### src/rtl/ppg_pkg.sv
`timescale 1ns/1ps
package ppg_pkg;
  typedef enum logic {
    DET_CARRY    = 1'b0,
    DET_MSB_EDGE = 1'b1
  } det_mode_e;
endpackage

### src/rtl/ppg_period_ctr.sv
`timescale 1ns/1ps
// Loadable free-running up counter with a reload register.
module ppg_period_ctr #(
  parameter int PERIOD_W = 28
) (
  input  logic                clk,
  input  logic                rst,
  input  logic                load,
  input  logic [PERIOD_W-1:0] load_value,
  input  logic                term,
  output logic [PERIOD_W-1:0] count,
  output logic [PERIOD_W-1:0] reload
);
  logic [PERIOD_W-1:0] cnt_q;
  logic [PERIOD_W-1:0] reload_q;

  always_ff @(posedge clk) begin
    if (rst) begin
      cnt_q    <= '0;
      reload_q <= '0;
    end else if (load) begin
      cnt_q    <= load_value;
      reload_q <= load_value;
    end else if (term) begin
      cnt_q    <= reload_q;
    end else begin
      cnt_q    <= cnt_q + 1'b1;
    end
  end

  assign count  = cnt_q;
  assign reload = reload_q;
endmodule

### src/rtl/ppg_term_detect.sv
`timescale 1ns/1ps
// Two terminal detectors: the all-ones carry, and a registered MSB falling edge.
module ppg_term_detect
  import ppg_pkg::*;
#(
  parameter int PERIOD_W = 28
) (
  input  logic                clk,
  input  logic                rst,
  input  logic                clear,
  input  det_mode_e           mode,
  input  logic [PERIOD_W-1:0] count,
  output logic                term
);
  localparam int MSB = PERIOD_W - 1;

  logic msb_q;
  logic carry_hit;
  logic edge_hit;

  always_ff @(posedge clk) begin
    if (rst || clear) msb_q <= 1'b0;
    else              msb_q <= count[MSB];
  end

  assign carry_hit = &count;
  assign edge_hit  = msb_q & ~count[MSB];

  always_comb begin
    unique case (mode)
      DET_MSB_EDGE: term = edge_hit;
      default:      term = carry_hit;
    endcase
  end
endmodule

### src/rtl/ppg_width_ctr.sv
`timescale 1ns/1ps
// Retriggerable one-shot: loads the width on a start and counts down to zero.
module ppg_width_ctr #(
  parameter int WIDTH_W = 8
) (
  input  logic               clk,
  input  logic               rst,
  input  logic               start,
  input  logic [WIDTH_W-1:0] width,
  output logic               active
);
  logic [WIDTH_W-1:0] left_q;

  always_ff @(posedge clk) begin
    if (rst)                left_q <= '0;
    else if (start)         left_q <= width;
    else if (left_q != '0)  left_q <= left_q - 1'b1;
  end

  assign active = (left_q != '0);
endmodule

### src/rtl/periodic_pulse_gen.sv
`timescale 1ns/1ps
module periodic_pulse_gen
  import ppg_pkg::*;
#(
  parameter int PERIOD_W = 28,
  parameter int WIDTH_W  = 8
) (
  input  logic                clk,
  input  logic                rst,
  input  logic                period_load,
  input  logic [PERIOD_W-1:0] period_value,
  input  logic [WIDTH_W-1:0]  width_value,
  input  logic                detect_sel,
  output logic                trigger_out,
  output logic                pulse_out
);
  logic [PERIOD_W-1:0] count_w;
  logic [PERIOD_W-1:0] reload_q;
  logic                term_w;
  det_mode_e           mode_w;

  assign mode_w = det_mode_e'(detect_sel);

  ppg_period_ctr #(.PERIOD_W(PERIOD_W)) i_period (
    .clk        (clk),
    .rst        (rst),
    .load       (period_load),
    .load_value (period_value),
    .term       (term_w),
    .count      (count_w),
    .reload     (reload_q)
  );

  ppg_term_detect #(.PERIOD_W(PERIOD_W)) i_detect (
    .clk   (clk),
    .rst   (rst),
    .clear (period_load),
    .mode  (mode_w),
    .count (count_w),
    .term  (term_w)
  );

  // A load in progress suppresses the terminal event for that cycle.
  assign trigger_out = term_w & ~period_load;

  ppg_width_ctr #(.WIDTH_W(WIDTH_W)) i_width (
    .clk    (clk),
    .rst    (rst),
    .start  (trigger_out),
    .width  (width_value),
    .active (pulse_out)
  );
endmodule

### config.mk
export PLATFORM = sky130hd
export DESIGN_NAME = periodic_pulse_gen
export DESIGN_NICKNAME = d
export VERILOG_FILES = /design/src/rtl/ppg_pkg.sv /design/src/rtl/ppg_period_ctr.sv /design/src/rtl/ppg_term_detect.sv /design/src/rtl/ppg_width_ctr.sv /design/src/rtl/periodic_pulse_gen.sv
export SDC_FILE = /design/constraint.sdc
export NUM_CORES = 1
export LEC_CHECK = 0
export ABC_AREA = 1
export BUFFER_PORTS_ARGS = -buffer_cell sky130_fd_sc_hd__buf_4
export CORE_ASPECT_RATIO = 0.9
export CORE_UTILIZATION = 40
export CTS_BUF_LIST = sky130_fd_sc_hd__clkbuf_4 sky130_fd_sc_hd__clkbuf_8 sky130_fd_sc_hd__clkbuf_16
export CTS_CLUSTER_SIZE = 14
export DETAILED_ROUTE_END_ITERATION = 16
export GPL_ROUTABILITY_DRIVEN = 0
export PLACE_DENSITY = 0.64
export SLEW_MARGIN = 20
export SYNTH_ARGS = -nofsm -noshare
export SYNTH_HDL_FRONTEND = slang
export SYNTH_SLANG_ARGS = --single-unit
### constraint.sdc
create_clock -name clk -period 1.8 [get_ports clk]
set_input_delay 0.09 -clock clk [delete_from_list [all_inputs] [get_ports clk]]
set_output_delay 0.09 -clock clk [all_outputs]
set_load 0.05 [all_outputs]
== Word-level counts from Yosys, hierarchy flattened ==
Index checks and enable logic that the tools add are counted.
Word-level totals
  register bits after elaboration: 65
  input bits: 40
  word-level logic and storage cells: 19
Operators by class
  add/subtract/negate cells: 2
  muxes and demuxes: 5
  bitwise operators: 4
  reduce and logical (&&, ||, !) cells: 4
Operators with widths (count)
  28-bit 2-to-1 mux: 2
  28-bit by 1-bit adder with 28-bit output, second input constant: 1
  28-bit AND reduction: 1
  8-bit 2-to-1 mux: 2
  8-bit nonzero test: 1
  8-bit by 1-bit subtractor with 8-bit output, second input constant: 1
  1-bit bitwise AND: 2
  1-bit NOT: 2
  2-bit nonzero test: 1
  1-bit logical OR: 1
  1-bit 2-to-1 mux: 1

== Logic depth before layout (Yosys ltp) ==
Gate-level depths: netlist of the first run.
  depth in word-level cells: 5
  gate-level depth with buffers: 12

== By module ==
Synthesis of the first run repeated with hierarchy kept, for this count alone.
Second synthesis, totals
  cells, all modules: 561
  area, all modules: 3589.7 sq um
By module, submodules not included
  ppg_period_ctr: times used 1, cells an instance 451, area an instance 2924.1 sq um, sequential area each 1121.1 sq um
  ppg_width_ctr: times used 1, cells an instance 72, area an instance 499.2 sq um, sequential area each 160.2 sq um
  ppg_term_detect: times used 1, cells an instance 36, area an instance 156.4 sq um, sequential area each 20.0 sq um
  periodic_pulse_gen: times used 1, cells an instance 2, area an instance 10.0 sq um, sequential area each 0.0 sq um

== Least setup slack after synthesis of the first run ==
Ideal clock, no wire load.
  path kind: register to register
  start point: reg i_period.cnt_q[0] (netlist: i_period.count[0])
  end point: reg i_width.left_q[2]
  library setup time: 0.070 ns
  arrival: 1.682 ns
  required time: 1.730 ns
  path slack: 0.048 ns
  stages on the path, launching flop included: 12
  buffers on the path: 0
  cell sequence: dfxtp_1 -> ha_1 -> nand2_2 -> nor2_4 -> nand2_4 -> nor2_4 -> nand3_2 -> nand2_4 -> nand2_4 -> inv_2 -> nand2_1 -> a21oi_1
On the way
  longest elaborated chain between the ends: 4
Ends and longest elaborated chain
  from (decl): RTL line ppg_period_ctr.sv:14  | logic [PERIOD_W-1:0] cnt_q;
  from (signal assigned): RTL line ppg_period_ctr.sv:22  | cnt_q <= load_value;
  from (signal assigned): RTL line ppg_period_ctr.sv:25  | cnt_q <= reload_q;
  from (signal assigned): RTL line ppg_period_ctr.sv:27  | cnt_q <= cnt_q + 1'b1;
  28-bit AND reduction *: RTL line ppg_term_detect.sv:26  | assign carry_hit = &count;
  1-bit 2-to-1 mux *: RTL line ppg_term_detect.sv:30  | unique case (mode)
  1-bit bitwise AND *: RTL line periodic_pulse_gen.sv:44  | assign trigger_out = term_w & ~period_load;
  via trigger_out: RTL line periodic_pulse_gen.sv:14  | output logic trigger_out,
  8-bit 2-to-1 mux / 2-bit nonzero test (equally long branches)
  to (signal assigned): RTL line ppg_width_ctr.sv:16  | else if (start) left_q <= width;
  to (signal assigned): RTL line ppg_width_ctr.sv:17  | else if (left_q != '0) left_q <= left_q - 1'b1;
  to (decl): RTL line ppg_width_ctr.sv:12  | logic [WIDTH_W-1:0] left_q;
Mark *: on every way through the listed nets, which the timed path passes. The rest lies on a longest branch.
A chain may end at the register's enable or synchronous reset.

== Worst setup path in the final report of the first run ==
  start point: reg i_period.cnt_q[1] (netlist: i_period.count[1])
  end point: out trigger_out
On the way
  longest elaborated chain between the ends: 3
Ends and longest elaborated chain (RTL line)
  28-bit AND reduction: ppg_term_detect.sv:26
  1-bit 2-to-1 mux: ppg_term_detect.sv:30
  1-bit bitwise AND: periodic_pulse_gen.sv:44
  to (decl): periodic_pulse_gen.sv:14
No other way between the ends.

==> results of run 1 <==
-- report_power, final --
part	switching, mW	internal (mW)
sequential	0.0814	1.57
combinational	0.537	0.420
clock	0.549	0.783
-- cell families after synthesis --
family                     after synthesis  synth area share, %
adders and majority gates                3                1.105
DFF                                     65                38.29
buffers and inverters                   61                7.290
and+or+nand+nor                        301                38.73
AOI/OAI and AO/OA                       64                10.20
xor gates and xnor gates                17                4.381
-- routing by layer --
layer  vias to the layer above  global-route usage (%)  part of all wire [%]
met5                         -                       0                     0
met4                         0                   6.150                   1.5
met3                        11                   4.222                   4.0
met2                        77                   34.14                    45
met1                      1552                   27.71                    49
li1                       1772                       -                     -
-- per-stage QoR --
stage          hold WS, ns   TNS, ns  std cells
3_3_place_gp        0.3473         0        651
3_5_place_dp        0.3450  -0.02927        651
5_1_grt            0.01237   -0.2027        680
2_1_floorplan       0.2249         0        511
4_1_cts           0.001887  -0.02521        676
6_report           0.01175         0        680
-- cell usage in the layout (no fill, tap or decap), types with 2 or more instances in the layout --
cell             n
a21boi_0         3
a21oi_1         39
a31oi_1          2
buf_4           65
buf_6            5
clkbuf_4         2
clkbuf_8        12
dfxtp_1         53
dfxtp_2         12
dlygate4sd3_1    3
ha_1             2
inv_1           35
inv_2            2
nand2_1        145
nand2_2          2
nand2_4          3
nand3_1         48
nand3_2          3
nand3b_1         3
nand4_1         10
nor2_1          66
nor2_2           2
nor2_4           4
nor3_1           4
nor3_2           2
nor3b_1          2
o21ai_0         10
o21ai_1          4
o21bai_1         2
or2_2            3
xnor2_1          5
xor2_1          12
-- Yosys cell counts --
| cell | n | share of area [%] |
|---|---|---|
| or2_2 | 3 | 0.55 |
| buf_1 | 3 | 0.33 |
| nand3_1 | 51 | 7.5 |
| clkinv_1 | 1 | 0.11 |
| o21ai_0 | 10 | 1.5 |
| o21ai_2 | 1 | 0.26 |
| a21boi_0 | 3 | 0.66 |
| nor3b_1 | 2 | 0.44 |
| inv_1 | 36 | 4.0 |
| and2_1 | 1 | 0.18 |
| clkbuf_1 | 13 | 1.4 |
| nand2_4 | 3 | 0.99 |
| nand3b_1 | 3 | 0.66 |
| o21bai_1 | 2 | 0.44 |
| nor2_1 | 69 | 7.6 |
| nand2_1 | 147 | 16 |
| nor3_1 | 5 | 0.74 |
| a21oi_1 | 39 | 5.7 |
| inv_2 | 3 | 0.33 |
| a31oi_1 | 2 | 0.37 |
| buf_2 | 3 | 0.44 |
| ha_1 | 3 | 1.1 |
| a21o_1 | 1 | 0.22 |
| nor3_2 | 1 | 0.29 |
| xnor2_1 | 5 | 1.3 |
| o31ai_1 | 2 | 0.44 |
| nor2_4 | 3 | 0.99 |
| and3_1 | 1 | 0.18 |
| buf_6 | 2 | 0.66 |
| dfxtp_1 | 65 | 38 |
| nand3_2 | 1 | 0.29 |
| xor2_1 | 12 | 3.1 |
| o21ai_1 | 4 | 0.59 |
| nand4_1 | 10 | 1.8 |
| nand2_2 | 1 | 0.18 |
-- worst max-delay path, delay by kind of cell, from the launching register on --
kind                     cells  cell delay [ns]
AND/OR/NAND/NOR              7             0.65
flip-flops                   1             0.35
buffers and inverters        2             0.20
adder cells (fa/ha/maj)      1             0.15
-- registers in the layout (all words and copies together), names as in the netlist --
register         flops
i_period.reload     28
i_width.left_q       8
i_detect.msb_q       1
i_period.count      28
-- worst paths after layout --
| check | startpoint | end | slack (ns) | cells after the start |
|---|---|---|---|---|
| worst max register to register | i_period.count[1] | i_period.count[8] | 0.06 | 13 |
| worst max-delay path | i_period.count[1] | trigger_out | 0.02 | 10 |
| worst min-delay path | width_value[4] | i_width.left_q[4] | 0.01 | 3 |
| worst min register to register | i_period.reload[1] | i_period.reload[1] | 0.46 | 2 |
-- final cells by class --
class,instances,area (sq um)
Fill cell,785,3794
Multi-Input combinational cell,385,1927
Sequential cell,65,1316
Timing Repair Buffer,75,609.3
Clock buffer,14,180.2
Inverter,40,160.2
Tap cell,99,123.9
Clock inverter,2,35.03
-- timing repair --
action	in CTS	in global routing
setup buffers	6	4
hold buffers	3	0
pin swaps	3	6
resized for setup	16	25
endpoints found under the setup margin	3	34
endpoints found under the hold margin	3	0
==> run metrics, run 1 <==
RSZ-0062 raised after global routing=yes; CTS tree=done; min cycle time layout=1.779 ns; Post-Layout Inst Area=0.004352 sq mm; Max Transition Viols Final=0; dpl ws=-0.02927 ns; worst vdd ir=0.5182 mV; Power Density=906.0 mW/mm^2; iteration-0 DRC count of the detailed router=221; CP Class=reg2out; CP Max Fanout=3; initial antenna violation count=0; Die Span X=99.16 um; area growth from synthesis to layout=28.06%; Leak=1.996 nW; clock-pin slew of the registers on the worst-case setup and hold paths=0.07 ns; Initial Utilization=41.72%; Setup-failing EPs final=0; Netlist cell types=35; syn nets=554; Sink Count=65; CP peak stage delay=0.35 ns; die area=0.008868 sq mm; H-tree depth=3; Routed WL per cell=12.66 um; core area=0.008145 sq mm; first-pass GRT wire length=14290 um; Worst Skew=0.01351 ns; sequential fraction of the synthesis area=38.29%; CP arrival=1.69 ns; crit end category=primary output; worst skew pair latency=0.34 ns; layout cell share with drive strength beyond 1=22.20%; Port Buffer Count=41; Netlist Area Pre-Place=0.003398 sq mm; fin worst setup slack=0.02119 ns; Ports=42; final hold violation count=0; vias per inst=5.018; syn avg cell area=6.650 sq um; class of the worst hold path=in2reg; Final Routed Wirelength=8607 um; Gate Count Post-Synth=511; hpwl dp=5951 um; #FFs+latches synth=65; total gr overflow=0; via count=3412; All-Layer GR Usage=20.71%; 1st-pass router iterations=4; vias in the first global route=3037; worst-margin pin slew=0.5855 ns; Top cell by count, worst path=nand2_4; CP cell instances=ha_4 -> nand2_4 -> nor2_4 -> nand2_4 -> nor2_4 -> nand3_4 -> nand2_4 -> nand2_8 -> inv_8 -> buf_8; Slew HR=60.72%; status=complete, no violations; DRT antenna net count=0; dpl cell area=0.003902 sq mm; DRC=0; largest net degree at the start of global routing=32; root buffer cell=clkbuf_8; fin util=53.43%; Worst setup SP type=flop; max cap viols=0; CTS Buf Count=9; Nets=619; CTS Buffer Depth=2; slowest cell on the critical path=dfxtp_2; Std-Cell Rows=31; crit share post-route=98.82%; total power=3.943 mW; Syn. warnings=0; chip height=89.44 um; # diodes=0; f_max=562.2 MHz; WP data required=1.71 ns
No activity file was read; power rests on OpenSTA's default activity.
==> inputs of run 2 (changes only) <==
==> constraint.sdc (replaced) <==
create_clock -name clk -period 1.8 [get_ports clk]
set_input_delay 0.09 -clock clk [delete_from_list [all_inputs] [get_ports clk]]
set_output_delay 0.09 -clock clk [all_outputs]
set_load 0.02 [all_outputs]
==> run metrics, run 2 (synthesis gave the netlist of run 1 again) <==
status=complete, no violations; total gr overflow=0 (unchanged); CTS Buffer Depth=2 (unchanged); Reg-to-Reg End=i_period.count[15]; Port Buffer Count=41 (unchanged); DRC=0 (unchanged); setup_tns=0 ns (unchanged); worst vdd ir=0.4490 mV (-13%); Max Transition Viols Final=0 (unchanged); fin worst setup slack=0.01717 ns (-0.004015 ns); final hold slack=0.02447 ns (+0.01272 ns); largest net degree at the start of global routing=51 (+59%); max cap viols=0 (unchanged); worst skew pair latency=0.35 ns (about the same); f_max=560.9 MHz (-0.23%); hpwl dp=5915 um (-0.60%); All-Layer GR Usage=21.02% (+0.31 points); Slew HR=60.36% (-0.37 points); vias in the first global route=3120 (+2.7%); Setup-failing EPs final=0 (unchanged); final hold violation count=0 (unchanged); clock-pin slew of the registers on the worst-case setup and hold paths=0.07 ns (about the same); Std-Cell Rows=31 (unchanged); Final Routed Wirelength=8725 um (+1.4%); min cycle time layout=1.783 ns (+0.004015 ns); H-tree depth=3 (unchanged); Initial Utilization=41.72% (unchanged); total power=3.849 mW (-2.4%); clock share of power=32.8% (-1.0 points); Logic pwr share=24.1% (-0.2 points); Power Density=877.3 mW/mm^2 (-3.2%); first-pass GRT wire length=14440 um (+1.1%); commonest non-fill, non-tap cell in the layout=nand2_1; sw frac=30.25% (+0.64 points); crit end category=primary output; DRT antenna net count=0 (unchanged); dpl ws=0.06621 ns (+0.09548 ns); Sink Count=65 (unchanged); CTS tree=done; hold path cells=3 (unchanged); RSZ-0062 raised after global routing=yes; worst-margin pin slew=0.5910 ns (+0.005470 ns); Internal=2.685 mW (-3.3%); Leak=1.999 nW (+0.14%); root buffer cell=clkbuf_8; worst hold endpoint=i_period.reload[2]; layout cell share with drive strength beyond 1=22.70% (+0.49 points); R2R depth=12 (-1); Psw=1.164 mW (-0.26%); CTS Buf Count=9 (unchanged); initial antenna violation count=0 (unchanged); R2R setup slack=0.05 ns (about the same); core area=0.008145 sq mm (unchanged); area growth from synthesis to layout=29.09%; Nets=624 (+0.81%); Worst Skew=0.008351 ns (-0.005160 ns); via count=3369 (-1.3%); vias per inst=4.918 (-2.0%); Ports=42 (unchanged); CP Class=reg2out; Die Span X=99.16 um (unchanged); # diodes=0 (unchanged); number of fill cells=800 (+1.9%); WP data required=1.71 ns (about the same); iteration-0 DRC count of the detailed router=169 (-24%); fin cells=685 (+0.74%); Worst setup SP type=flop; # placed instances=651 (unchanged); chip height=89.44 um (unchanged); CP Max Fanout=2 (-1); most frequent cells in the layout=144 x nand2_1, 66 x buf_4, 62 x nor2_1, 54 x dfxtp_1, 48 x nand3_1; 1st-pass router iterations=4 (unchanged); Routed WL per cell=12.74 um (+0.63%); Hold Startpoint=period_value[2]; die area=0.008868 sq mm (unchanged); sequential power share=43.1% (+1.2 points); CP arrival=1.69 ns (about the same); class of the worst hold path=in2reg; crit share post-route=99.05% (+0.22 points); Worst R2R Start=i_period.count[0]
## run 2: changes by cell type in the layout (fill, tap and decap cells not counted), sizes merged
| cell | delta |
|---|---|
| dlygate4sd3 | +3 |
| inv | -1 |
| clkinvlp | +2 |
| clkbuf | -3 |
| clkinv | +2 |
| buf | +2 |
## run 2: critical path, stage by stage (launching register included)
cell,delay (ns)
dfxtp_2,0.36
ha_4,0.15
nand2_4,0.06
nor2_4,0.12
nand2_4,0.06
nor2_4,0.13
nand3_4,0.10
nand2_4,0.13
nand2_8,0.07
clkinv_4,0.06
buf_6,0.11
## run 2: timing repair
| action | CTS | global route |
|---|---|---|
| gates cloned | 0 | 1 |
| endpoints found under the setup margin | 2 | 34 |
| hold buffers | 6 | 0 |
| setup buffers | 6 | 5 |
| pin swaps | 6 | 10 |
| resized for setup | 16 | 30 |
| endpoints found under the hold margin | 6 | 0 |
## run 2: area by class of cell
class,count,area (sq um),area share (%)
clock buffers,11,145.1,3.309
inverters,40,157.7,3.594
well taps,99,123.9,2.824
repair buffers,80,654.4,14.92
clock inverters,5,55.05,1.255
multi-input cells,385,1936,44.12
flip-flops and latches,65,1315,29.98
## run 2: worst max path at each step
stage                                     to  depth (start not counted)         startpoint
final                            trigger_out                         10  i_period.count[0]
after global routing             trigger_out                         10  i_period.count[0]
after CTS                        trigger_out                         10  i_period.count[1]
after detailed placement  i_period.count[15]                         11  i_period.count[0]
after global placement    i_period.count[19]                         11  i_period.count[0]
after floorplan            i_width.left_q[7]                         11  i_period.count[0]
## run 2: metal layers
metal  vias to the layer above  track usage [%]  wire length [um]
li1                       1794                -                 -
met1                      1495            27.31              4334
met2                        66            35.16              3877
met3                        14            4.300               376
met4                         0            7.353               138
met5                         -                0                 0
## run 2: power by group through the flow
| stage | clock network [mW] | logic, mW | registers [mW] |
|---|---|---|---|
| 3_5_place_dp | 0 | 0.878 | 1.68 |
| 6_report | 1.26 | 0.926 | 1.66 |
| 4_1_cts | 1.30 | 0.906 | 1.65 |
| 5_1_grt | 1.37 | 1.05 | 1.67 |
| 3_3_place_gp | 0 | 0.866 | 1.68 |
| 2_1_floorplan | 0 | 0.666 | 1.66 |
## run 2: metrics by stage
stage,utilization (%),instance area (sq um)
3_3_place_gp,47.91,3902
2_1_floorplan,-,3398
4_1_cts,52.37,4265
6_report,53.86,4387
3_5_place_dp,47.91,3902
5_1_grt,53.86,4387
